### src/rtl/layer_phase_pkg.sv
package layer_phase_pkg;

    localparam int LAYER_W = 3;
    localparam int DRAIN_CYC = 3;

    typedef enum logic [2:0] {
        ST_IDLE,
        ST_PROJ,
        ST_GAP_PE,
        ST_EXPAND,
        ST_GAP_EW,
        ST_HWGT,
        ST_GAP_WN,
        ST_OWGT
    } seq_state_t;

    typedef enum logic [2:0] {
        PH_IDLE  = 3'd0,
        PH_PROJ  = 3'd1,
        PH_EXP   = 3'd2,
        PH_HWGT  = 3'd3,
        PH_OWGT  = 3'd4,
        PH_DRAIN = 3'd5
    } phase_code_t;

    typedef struct packed {
        phase_code_t phase;
        logic        issue;
        logic        nl_en;
    } phase_out_t;

    function automatic phase_code_t phase_of(input seq_state_t s);
        case (s)
            ST_PROJ:   phase_of = PH_PROJ;
            ST_EXPAND: phase_of = PH_EXP;
            ST_HWGT:   phase_of = PH_HWGT;
            ST_OWGT:   phase_of = PH_OWGT;
            ST_GAP_PE,
            ST_GAP_EW,
            ST_GAP_WN: phase_of = PH_DRAIN;
            default:   phase_of = PH_IDLE;
        endcase
    endfunction

    function automatic phase_out_t decode_out(input seq_state_t s);
        phase_out_t o;
        o.phase = phase_of(s);
        o.issue = (o.phase != PH_IDLE) && (o.phase != PH_DRAIN);
        o.nl_en = (s == ST_HWGT);
        return o;
    endfunction

endpackage

### src/rtl/layer_phase_drain.sv
module layer_phase_drain #(
    parameter int DRAIN = layer_phase_pkg::DRAIN_CYC
) (
    input  logic clk,
    input  logic rst,
    input  logic load_i,
    output logic last_o
);
    localparam int CW = (DRAIN > 1) ? $clog2(DRAIN) : 1;
    localparam logic [CW-1:0] RELOAD = CW'(DRAIN - 1);

    logic [CW-1:0] cnt_q;

    always_ff @(posedge clk) begin
        if (rst) begin
            cnt_q <= '0;
        end else if (load_i) begin
            cnt_q <= RELOAD;
        end else if (cnt_q != '0) begin
            cnt_q <= cnt_q - 1'b1;
        end
    end

    assign last_o = (cnt_q == '0);
endmodule

### src/rtl/layer_phase_ctr.sv
module layer_phase_ctr #(
    parameter int LW = layer_phase_pkg::LAYER_W
) (
    input  logic          clk,
    input  logic          rst,
    input  logic          clear_i,
    input  logic          inc_i,
    input  logic [LW-1:0] count_i,
    input  logic          force_last_i,
    output logic [LW-1:0] idx_o,
    output logic          first_is_out_o,
    output logic          next_is_out_o
);
    localparam int EW = LW + 2;

    logic [LW-1:0] idx_q;
    logic [EW-1:0] idx_plus2;

    always_ff @(posedge clk) begin
        if (rst || clear_i) begin
            idx_q <= '0;
        end else if (inc_i) begin
            idx_q <= idx_q + 1'b1;
        end
    end

    // new index (idx+1) >= count-1  <=>  idx+2 >= count
    assign idx_plus2      = EW'(idx_q) + EW'(2);
    assign next_is_out_o  = force_last_i || (idx_plus2 >= EW'(count_i));
    assign first_is_out_o = (count_i <= LW'(1));
    assign idx_o          = idx_q;
endmodule

### src/rtl/layer_phase_fsm.sv
module layer_phase_fsm
    import layer_phase_pkg::*;
(
    input  logic       clk,
    input  logic       rst,
    input  logic       start_i,
    input  logic       v_fin_i,
    input  logic       u_fin_i,
    input  logic       w_fin_i,
    input  logic       gap_last_i,
    input  logic       first_is_out_i,
    input  logic       next_is_out_i,
    output seq_state_t state_o,
    output logic       gap_load_o,
    output logic       ctr_clear_o,
    output logic       ctr_inc_o,
    output logic       done_o
);
    seq_state_t state_q, state_d;
    logic       to_out_q, to_out_d;
    logic       done_q;

    always_comb begin
        state_d     = state_q;
        to_out_d    = to_out_q;
        gap_load_o  = 1'b0;
        ctr_clear_o = 1'b0;
        ctr_inc_o   = 1'b0;
        case (state_q)
            ST_IDLE: begin
                if (start_i) begin
                    ctr_clear_o = 1'b1;
                    state_d     = first_is_out_i ? ST_OWGT : ST_PROJ;
                end
            end
            ST_PROJ: begin
                if (v_fin_i) begin
                    state_d    = ST_GAP_PE;
                    gap_load_o = 1'b1;
                end
            end
            ST_GAP_PE: if (gap_last_i) state_d = ST_EXPAND;
            ST_EXPAND: begin
                if (u_fin_i) begin
                    state_d    = ST_GAP_EW;
                    gap_load_o = 1'b1;
                end
            end
            ST_GAP_EW: if (gap_last_i) state_d = ST_HWGT;
            ST_HWGT: begin
                if (w_fin_i) begin
                    state_d    = ST_GAP_WN;
                    gap_load_o = 1'b1;
                    ctr_inc_o  = 1'b1;
                    to_out_d   = next_is_out_i;
                end
            end
            ST_GAP_WN: if (gap_last_i) state_d = to_out_q ? ST_OWGT : ST_PROJ;
            ST_OWGT:   if (w_fin_i) state_d = ST_IDLE;
            default:   state_d = ST_IDLE;
        endcase
    end

    always_ff @(posedge clk) begin
        if (rst) begin
            state_q  <= ST_IDLE;
            to_out_q <= 1'b0;
            done_q   <= 1'b0;
        end else begin
            state_q  <= state_d;
            to_out_q <= to_out_d;
            done_q   <= (state_q == ST_OWGT) && w_fin_i;
        end
    end

    assign state_o = state_q;
    assign done_o  = done_q;
endmodule

### src/rtl/layer_phase_seq.sv
module layer_phase_seq
    import layer_phase_pkg::*;
#(
    parameter int LW    = LAYER_W,
    parameter int DRAIN = DRAIN_CYC
) (
    input  logic          clk,
    input  logic          rst,
    input  logic          start_i,
    input  logic          v_fin_i,
    input  logic          u_fin_i,
    input  logic          w_fin_i,
    input  logic          last_layer_i,
    input  logic [LW-1:0] layer_count_i,
    output logic [2:0]    phase_o,
    output logic          nl_en_o,
    output logic          issue_o,
    output logic [LW-1:0] layer_idx_o,
    output logic          done_o
);
    seq_state_t state;
    phase_out_t outs;
    logic gap_load, gap_last, ctr_clear, ctr_inc, first_out, next_out;

    layer_phase_drain #(.DRAIN(DRAIN)) u_drain (
        .clk(clk), .rst(rst), .load_i(gap_load), .last_o(gap_last)
    );

    layer_phase_ctr #(.LW(LW)) u_ctr (
        .clk(clk), .rst(rst), .clear_i(ctr_clear), .inc_i(ctr_inc),
        .count_i(layer_count_i), .force_last_i(last_layer_i),
        .idx_o(layer_idx_o), .first_is_out_o(first_out),
        .next_is_out_o(next_out)
    );

    layer_phase_fsm u_fsm (
        .clk(clk), .rst(rst), .start_i(start_i), .v_fin_i(v_fin_i),
        .u_fin_i(u_fin_i), .w_fin_i(w_fin_i), .gap_last_i(gap_last),
        .first_is_out_i(first_out), .next_is_out_i(next_out),
        .state_o(state), .gap_load_o(gap_load), .ctr_clear_o(ctr_clear),
        .ctr_inc_o(ctr_inc), .done_o(done_o)
    );

    assign outs    = decode_out(state);
    assign phase_o = outs.phase;
    assign issue_o = outs.issue;
    assign nl_en_o = outs.nl_en;
endmodule

### config.mk
export PLATFORM = sky130hd
export DESIGN_NAME = layer_phase_seq
export DESIGN_NICKNAME = d
export VERILOG_FILES = /design/src/rtl/layer_phase_pkg.sv /design/src/rtl/layer_phase_drain.sv /design/src/rtl/layer_phase_ctr.sv /design/src/rtl/layer_phase_fsm.sv /design/src/rtl/layer_phase_seq.sv
export SDC_FILE = /design/constraint.sdc
export NUM_CORES = 1
export LEC_CHECK = 0
export BUFFER_PORTS_ARGS = -buffer_cell sky130_fd_sc_hd__buf_4
export CORE_MARGIN = 5
export CORE_UTILIZATION = 50
export DETAILED_ROUTE_END_ITERATION = 10
export PLACE_DENSITY = 0.82
export SETUP_SLACK_MARGIN = 0.15
export SYNTH_ARGS = -nofsm -noshare
export SYNTH_HDL_FRONTEND = slang
export SYNTH_HIERARCHICAL = 1
export SYNTH_SLANG_ARGS = --single-unit
### constraint.sdc
create_clock -name clk -period 1.9 [get_ports clk]
set_input_delay 0.095 -clock clk [delete_from_list [all_inputs] [get_ports clk]]
set_output_delay 0.095 -clock clk [all_outputs]
set_load 0.005 [all_outputs]
# Word-level counts from Yosys, hierarchy flattened

Index checks and enable logic that the tools add are counted.

Add/sub/neg operators: 3
Magnitude comparators: 2
Equality and inequality tests: 16
Mux-type cells: 21
Reductions and logical operators: 13

Operators with widths:

| cell                                                                              | number |
|---|---|
| 3-bit two-way mux                                                                 | 10 |
| 3-bit case mux with 8 select lines                                                | 1 |
| 2-bit != test (second input constant)                                             | 8 |
| 3-bit case mux with 5 select lines                                                | 1 |
| 3-bit equality test (second input constant)                                       | 4 |
| 8-bit AND reduction                                                               | 1 |
| 3-bit by 2-bit equality test with 1-bit output (second input constant)            | 2 |
| 1-bit two-way mux                                                                 | 6 |
| 5-bit by 3-bit >= comparator with 1-bit output                                    | 1 |
| 3-bit by 2-bit adder with 4-bit output (second input constant)                    | 1 |
| 2-bit two-way mux                                                                 | 2 |
| 2-bit nonzero test                                                                | 2 |
| 3-bit by 1-bit adder with 3-bit output (second input constant)                    | 1 |
| 3-bit by 1-bit equality test with 1-bit output (second input constant)            | 1 |
| 3-bit by 1-bit less-or-equal comparator with 1-bit output (second input constant) | 1 |
| 3-bit logical NOT                                                                 | 1 |
| 3-bit != test (second input constant)                                             | 1 |
| 1-bit case mux with 3 select lines                                                | 1 |
| 3-bit nonzero test                                                                | 1 |
| 3-bit OR reduction                                                                | 1 |
| 1-bit logical AND                                                                 | 2 |
| 2-bit logical NOT                                                                 | 1 |
| 1-bit logical OR                                                                  | 2 |
| 2-bit AND reduction                                                               | 1 |
| 2 further kinds                                                                   | 2 |

Flip-flop bits (word level): 10
Input bits: 10
Output and inout bits: 9
Logic and storage cells: 61

# Longest topological paths before layout

Gate-level depths: netlist (run 1).

Word-level depth: 5
Depth in mapped cells: 6
Gate-level depth less buffers: 6

# By module

Netlist (run 1), hierarchy kept.

By module, submodules not included:

| module            | instances | cells an instance | area an instance (um^2) | seq. area each (um^2) |
|---|---|---|---|---|
| layer_phase_fsm   | 1         | 44                | 359.1                   | 100.1 |
| layer_phase_ctr   | 1         | 24                | 222.7                   | 60.1 |
| layer_phase_drain | 1         | 6                 | 67.6                    | 40.0 |
| layer_phase_seq   | 1         | 9                 | 48.8                    | 0.0 |

# Worst setup path after synthesis (run 1)

Ideal clock, no wire load.

Path type: register to register
Start: reg u_fsm.state_q[2] (netlist: u_fsm/state_o[2])
End: reg u_ctr.idx_q[2] (netlist: u_ctr/idx_o[2])
Setup time: 79 ps
Arrival: 1,351 ps
Required time: 1,821 ps
Setup slack: 469 ps
Stages on the path, launching flop included: 6
Clock period less this slack: 1,431 ps
Cells stage by stage: dfxtp_1 > buf_2 > nand3_1 > nor2_1 > nand3b_1 > a211oi_2

Elaborated cells between the ends (all ways): 5

RTL lines:

| item                     | line                  | RTL |
|---|---|---|
| start: declaration       | layer_phase_fsm.sv:19 | `seq_state_t state_q, state_d;` |
| start signal: assignment | layer_phase_fsm.sv:70 | `state_q <= state_d;` |
| 3-bit equality test      | layer_phase_fsm.sv:29 | `case (state_q)` |
| 1-bit two-way mux        | layer_phase_fsm.sv:29 |  |
| net ctr_inc              | layer_phase_seq.sv:23 | `logic gap_load, gap_last, ctr_clear, ctr_inc, first_out, next_out;` |
| end signal: assignment   | layer_phase_ctr.sv:23 | `idx_q <= idx_q + 1'b1;` |
| end: declaration         | layer_phase_ctr.sv:16 | `logic [LW-1:0] idx_q;` |

The timed path passes the listed nets, and every way through them passes these cells.
A chain may end at the register's enable or synchronous reset.

# Final worst setup path (run 1)

Start: reg u_fsm.state_q[1] (netlist: u_fsm/state_o[1])
End: reg u_fsm.state_q[2] (netlist: u_fsm/state_o[2])

Cells in the longest elaborated chain, start to end: 3
Elaborated cells between the ends (all ways): 18

Ends and longest elaborated chain:

| item                                        | line |
|---|---|
| 3-bit equality test (tied with other cells) | layer_phase_fsm.sv:29 |
| 2-bit != test (no line)                     | n/a |
| 8-bit AND reduction (no line)               | n/a |

Several ways; a longest one is shown, not always the timed one.

==> out/qor.csv, run 1 <==
metric,value,unit
Antenna Cells,0,
status,"finished, final reports clean",
Area Growth Syn to Fin,25.8,%
"Worst Path Class, Setup",reg -> reg,
H-tree levels,1,
Worst-path clk slew,70,ps
Hold Crit Class,in -> reg,
critical-path maximum fanout,19,
"Net Count, Synth",98,
grt total ovfl,0,
drt first pass iters,4,
Final Hold Viols,0,
final setup fails,0,
Post-synth top flop,dfxtp_1,
port buffer count,18,
fmax,622,MHz
Seq pwr share,30.7,%
Netlist Area Pre-Place,698,um2
CTS Hold Bufs,0,
via count,659,
die area,2240,um2
Switching Share,39.9,%
first-pass GRT wire length,2420,um
Root Driver,clkbuf_4,
Core Box Area,1320,um2
DRT iter0 DRCs,17,
Post-synth EDFFs,0,
worst reg2reg path depth,4,
final slew viol count,0,
WL/cell,12.7,um
Chip Width,47.4,um
"Async S/R FF share, synth",0,%
Required @ worst endpoint,2080,ps
Worst-Skew Late Latency,260,ps
Pwr Total,1.13,mW
Max Buffers Root-to-Sink,2,
number of global-route vias before repair,595,
initial antenna violation count,0,
TritonCTS clock tree,yes,
Starting Density,53.0,%
"Seq/Total Area, Yosys",28.7,%
row count,13,
count of state elements after synthesis,10,
WP data arrival,1790,ps
"Min Clock Period, post-route",1610,ps
number of vias per cell,5.58,
Static Leak,0.374,nW
max_slew headroom,58.4,%
Synth Warn #,6,
Synth cell types,33,
Die H,47.4,um
drt total wl,1500,um
Synth Instances,83,
hold path depth,2,
synthesized area per cell,8.41,um2
Nets,119,
Resized Gates After CTS,0,
Num CTS Buffers,3,
Power Internal,0.680,mW
DPL Wire Length,1160,um
pwr/cell area,1290,nW/um2
clock power share,16.7,%
worst-margin pin slew,623,ps
RSZ-0062 raised after global routing,false,
Switch Pwr,0.451,mW
Startpoint Class,flop,
Layout Skew,2.80,ps
period utilization,84.6,%
Ports,19,
overall routing resource usage,15.3,%
number of nets still failing antenna checks after routing,0,
clock tree sinks,10,
Peak VDD IR,0.953,mV
layout cells sized above 1,34.0,%
Comb pwr share,52.7,%
Remaining DRCs,0,
Routability Congestion,0.795,
Max-Cap Viols,0,
Setup Buffers After CTS,0,
largest net degree at the start of global routing,20,
setup TNS,0,ps
CP Capture Type,flop,
==> flip-flops by register name (all words and copies together), names as in the netlist <==
register / count
u_fsm/state_o: 3
u_fsm/to_out_q: 1
u_ctr/idx_o: 3
u_drain/cnt_q: 2
u_fsm/done_o: 1
==> path summary, 6_finish.rpt <==
kind	startpoint	end	slack, ps
worst max-delay path	u_fsm/state_o[1]	u_fsm/state_o[2]	290
worst min-delay path	rst	u_ctr/idx_o[2]	90
worst max register to register	u_fsm/state_o[1]	u_fsm/state_o[2]	290
worst min register to register	u_drain/cnt_q[0]	u_drain/cnt_q[0]	470
==> layout make-up <==
| type | count | area (um2) |
|---|---|---|
| Timing Repair Buffer | 20 | 150 |
| Sequential cell | 10 | 200 |
| Fill cell | 110 | 439 |
| Multi-Input combinational cell | 63 | 450 |
| Inverter | 6 | 22.5 |
| Clock buffer | 4 | 36.3 |
| Tap cell | 15 | 18.8 |
==> through the flow <==
step	util, %	hold WS, ps	instance area, um2	setup slack, ps	instances
CTS	66.7	81.7	878	316	118
finish	66.7	88.4	878	293	118
global placement	63.9	363	842	393	114
detailed placement	63.9	366	842	324	114
global route	66.7	84.5	878	171	118
floorplan	-	160	698	469	83
==> power by group through the flow <==
stage,logic (mW),registers (mW),clock network (mW)
2_1_floorplan,0.457,0.317,0
3_3_place_gp,0.573,0.349,0
3_5_place_dp,0.590,0.352,0
4_1_cts,0.593,0.346,0.194
5_1_grt,0.652,0.361,0.205
6_report,0.596,0.347,0.188
==> layout by cell type (no fill, tap or decap) <==
| master | n |
|---|---|
| a2111oi_2 | 1 |
| a211oi_1 | 1 |
| a211oi_2 | 2 |
| a21bo_2 | 1 |
| a21boi_1 | 1 |
| a21oi_1 | 6 |
| a31oi_1 | 1 |
| and2_1 | 2 |
| and2_4 | 1 |
| buf_4 | 20 |
| clkbuf_4 | 3 |
| clkbuf_8 | 1 |
| dfxtp_1 | 10 |
| ha_1 | 5 |
| inv_1 | 5 |
| inv_2 | 1 |
| maj3_2 | 1 |
| mux2i_1 | 2 |
| mux2i_2 | 1 |
| nand2_1 | 3 |
| nand2b_1 | 3 |
| nand3_1 | 3 |
| nand3b_1 | 2 |
| nor2_1 | 9 |
| nor3_1 | 6 |
| nor3b_1 | 1 |
| nor4b_2 | 1 |
| o21ai_0 | 4 |
| o21ai_1 | 1 |
| o21ai_2 | 1 |
| o221ai_2 | 1 |
| or2b_1 | 1 |
| xnor2_1 | 2 |
==> worst max-delay path, stage by stage (launching register included) <==
cell and delay, ps:
dfxtp_1 720, a21boi_1 270, o221ai_2 160, and2_4 200, a211oi_2 170
==> layer usage <==
metal	part of all wire, %	global-route usage, %	wire, um	vias to the layer above
met4	1.4	6.63	21	0
met3	5.5	4.21	82	4
met1	43	16.4	653	301
li1	-	-	-	336
met5	0	0	0	-
met2	50	27.5	745	18
==> logic make-up after synthesis <==
family          count (synthesis)  synth area share [%]
simple gates                   32                  25.1
flops                          10                  28.7
mux                             3                  4.84
xor+xnor                        2                  2.51
fa+ha+maj                       6                  10.6
compound gates                 20                  21.5
buf+inv                        10                  6.81
==> synth_stat cells (3+ instances only) <==
| master | count | share of area [%] |
|---|---|---|
| o21ai_0 | 4 | 2.9 |
| dfxtp_1 | 10 | 29 |
| ha_1 | 5 | 9.0 |
| nor2_1 | 9 | 4.8 |
| nand2b_1 | 3 | 2.7 |
| nand3_1 | 3 | 2.1 |
| nor3_1 | 6 | 4.3 |
| nand2_1 | 3 | 1.6 |
| inv_1 | 5 | 2.7 |
| a21oi_1 | 6 | 4.3 |
No activity file was read; power rests on OpenSTA's default activity.
==> inputs of run 2 (changes only) <==
--- a/config.mk
+++ b/config.mk
@@ -5,11 +5,12 @@
 export SDC_FILE = /design/constraint.sdc
 export NUM_CORES = 1
 export LEC_CHECK = 0
+export ABC_AREA = 1
 export BUFFER_PORTS_ARGS = -buffer_cell sky130_fd_sc_hd__buf_4
 export CORE_MARGIN = 5
-export CORE_UTILIZATION = 50
+export CORE_UTILIZATION = 45
 export DETAILED_ROUTE_END_ITERATION = 10
-export PLACE_DENSITY = 0.82
+export PLACE_DENSITY = 0.78
 export SETUP_SLACK_MARGIN = 0.15
 export SYNTH_ARGS = -nofsm -noshare
 export SYNTH_HDL_FRONTEND = slang
==> constraint.sdc (replaced) <==
create_clock -name clk -period 1.45 [get_ports clk]
set_input_delay 0.0725 -clock clk [delete_from_list [all_inputs] [get_ports clk]]
set_output_delay 0.0725 -clock clk [all_outputs]
set_load 0.005 [all_outputs]
==> out/qor.csv, run 2 <==
metric,value,unit,change
"Net Count, Synth",131,,+34%
Antenna Cells,0,,unchanged
Post-synth EDFFs,0,,unchanged
count of state elements after synthesis,10,,unchanged
"Seq/Total Area, Yosys",27.8,%,-0.90 points
Chip Width,50.0,um,+5.6%
port buffer count,18,,unchanged
Nets,158,,+33%
Synth cell types,22,,-33%
Final Instance Area,981,um2,+12%
post-synth top area share,27.8,%,-0.90 points
period utilization,84.8,%,+0.26 points
Area Growth Syn to Fin,36.1,%,
Routability Congestion,0.854,,+7.4%
Starting Density,47.8,%,-5.2 points
Startpoint Class,flop,,
TritonCTS clock tree,yes,,
status,"finished, final reports clean",,
Required @ worst endpoint,1610,ps,-470 ps
Num CTS Buffers,3,,unchanged
grt total ovfl,0,,unchanged
Critical Path Sink,u_fsm/to_out_q,,
"Worst Path Class, Setup",reg -> reg,,
final slew viol count,0,,unchanged
Layout Skew,1.20,ps,-1.60 ps
final setup fails,0,,unchanged
CP Capture Type,flop,,
row count,14,,+1
final worst slack,220,ps,-73.3 ps
Max Buffers Root-to-Sink,2,,unchanged
synthesized area per cell,6.21,um2,-26%
Synth Warn #,6,,unchanged
overall routing resource usage,13.8,%,-1.5 points
largest net degree at the start of global routing,12,,-40%
R2R setup slack,220,ps,-70 ps
DRT iter0 DRCs,11,,-6
layout cells sized above 1,34.5,%,+0.53 points
Non-Filler Instances,158,,+34%
Root Driver,clkbuf_4,,
clock tree sinks,10,,unchanged
Worst-path clk slew,70,ps,about the same
RR Endpoint,u_fsm/to_out_q,,
"leading cell type in the layout, fill and taps excluded",nand2_1,,
r2r startpoint,u_ctr/idx_o[1],,
die area,2500,um2,+12%
initial antenna violation count,0,,unchanged
critical-path maximum fanout,4,,-15
Synth area leaders,"dfxtp_1 28%, nand2_1 15%, inv_1 11%",,
dpl cells,151,,+32%
drt total wl,1610,um,+7.3%
fmax,813,MHz,+31%
Core Box Area,1510,um2,+14%
WL/cell,10.2,um,-20%
worst reg2reg path depth,6,,+2
WP data arrival,1390,ps,-400 ps
Die H,50.0,um,+5.6%
Worst-Skew Late Latency,270,ps,about the same
Synth Instances,116,,+40%
most frequent cells after synthesis,"28 x nand2_1, 21 x inv_1, 15 x nor2_1",,
post-place setup slack,135,ps,-189 ps
worst-margin pin slew,233,ps,-390 ps
H-tree levels,1,,unchanged
Netlist Area Pre-Place,721,um2,+3.2%
Post-synth top flop,dfxtp_1,,
Remaining DRCs,0,,unchanged
Peak VDD IR,0.672,mV,-30%
max_slew headroom,84.4,%,+26 points
number of nets still failing antenna checks after routing,0,,unchanged
DPL Wire Length,1260,um,+8.7%
number of global-route vias before repair,692,,+16%
Max-Cap Viols,0,,unchanged
"Min Clock Period, post-route",1230,ps,-377 ps
Hold Crit Class,in -> reg,,
setup TNS,0,ps,unchanged
Yosys top cell by area,dfxtp_1,,
# fillers,147,,+34%
placed cell area,887,um2,+5.3%
pwr/cell area,1490,nW/um2,+16%
most frequent cells in the layout,"28 x nand2_1, 24 x buf_4, 21 x inv_1, 15 x nor2_1, 9 x nand3_1",,
"Async S/R FF share, synth",0,%,unchanged
Static Leak,0.541,nW,+45%
via count,772,,+17%
Setup crit start,u_ctr/idx_o[1],,
CTS Hold Bufs,0,,unchanged
"count leader, synth",nand2_1,,
Final Hold Viols,0,,unchanged
drt first pass iters,4,,unchanged
number of vias per cell,4.89,,-13%
first-pass GRT wire length,2680,um,+11%
Ports,19,,unchanged
RSZ-0062 raised after global routing,true,,
==> run 2: cell types whose count changed in the layout (fill, tap and decap cells not counted), sizes merged, moves of 2 or more <==
cell    before  now
mux2i        3    0
a211oi       3    0
nand3        3   11
xnor2        2    0
nor3         6    1
nor2         9   19
buf         20   24
and2         3    0
inv          6   25
nand2b       3    0
nand2        3   29
==> run 2: area by class of cell <==
type	instances	area (um2)	share of cell area [%]
clock buffer	4	36.3	3.70
inverter	25	93.8	9.57
multi-input combinational	79	442	45.0
sequential	10	209	21.3
tap	16	20.0	2.04
timing repair buffer	24	180	18.4
==> run 2: worst max-delay path, cell delays in order, from the launching register on <==
cell and delay [ps]:
dfxtp_4 360, ha_4 230, ha_1 260, nand2_1 70, nand2_1 50, o21ai_2 100, a21oi_1 40
==> run 2: logic make-up after synthesis <==
group	share of synthesized area, %
compound gates	8.51
fa+ha+maj	8.68
buf+inv	14.6
flops	27.8
simple gates	40.5
==> run 2: worst min-delay path by stage <==
stage / from / endpoint / slack, ps / cells after the start
global route: rst / u_fsm/done_o / 40 / 2
detailed placement: rst / u_fsm/done_o / 310 / 2
finish: rst / u_fsm/done_o / 20 / 2
CTS: rst / u_fsm/done_o / 20 / 2
global placement: rst / u_fsm/done_o / 300 / 2
floorplan: rst / u_fsm/done_o / 150 / 1
==> run 2: per-stage QoR <==
step	utilization [%]	hold WS, ps	total power, mW
global placement	58.9	304	1.17
finish	65.1	22.9	1.46
floorplan	-	150	0.937
CTS	62.0	20.4	1.45
detailed placement	58.9	307	1.19
global route	65.1	36.1	1.60
==> run 2: power breakdown <==
| group | internal [mW] | leakage [nW] | switching, mW |
|---|---|---|---|
| Combinational | 0.357 | 0.436 | 0.446 |
| Sequential | 0.332 | 0.0840 | 0.0718 |
| Clock | 0.153 | 0.0210 | 0.0993 |
==> run 2: per-layer routing <==
| metal | part of all wire, % | up-vias | GRT usage (%) | wire length (um) |
|---|---|---|---|---|
| met3 | 6.6 | 4 | 3.01 | 106 |
| met5 | 0 | - | 0 | 0 |
| met4 | 2.9 | 0 | 10.5 | 46 |
| met2 | 51 | 21 | 23.0 | 819 |
| met1 | 40 | 337 | 14.6 | 638 |
| li1 | - | 410 | - | - |
==> run 2: timing repair <==
item | in CTS | in global routing
endpoints found under the setup margin | 1 | 13
resized for setup | 2 | 8
buffers inserted | 1 | 2
pin swaps | 1 | 1
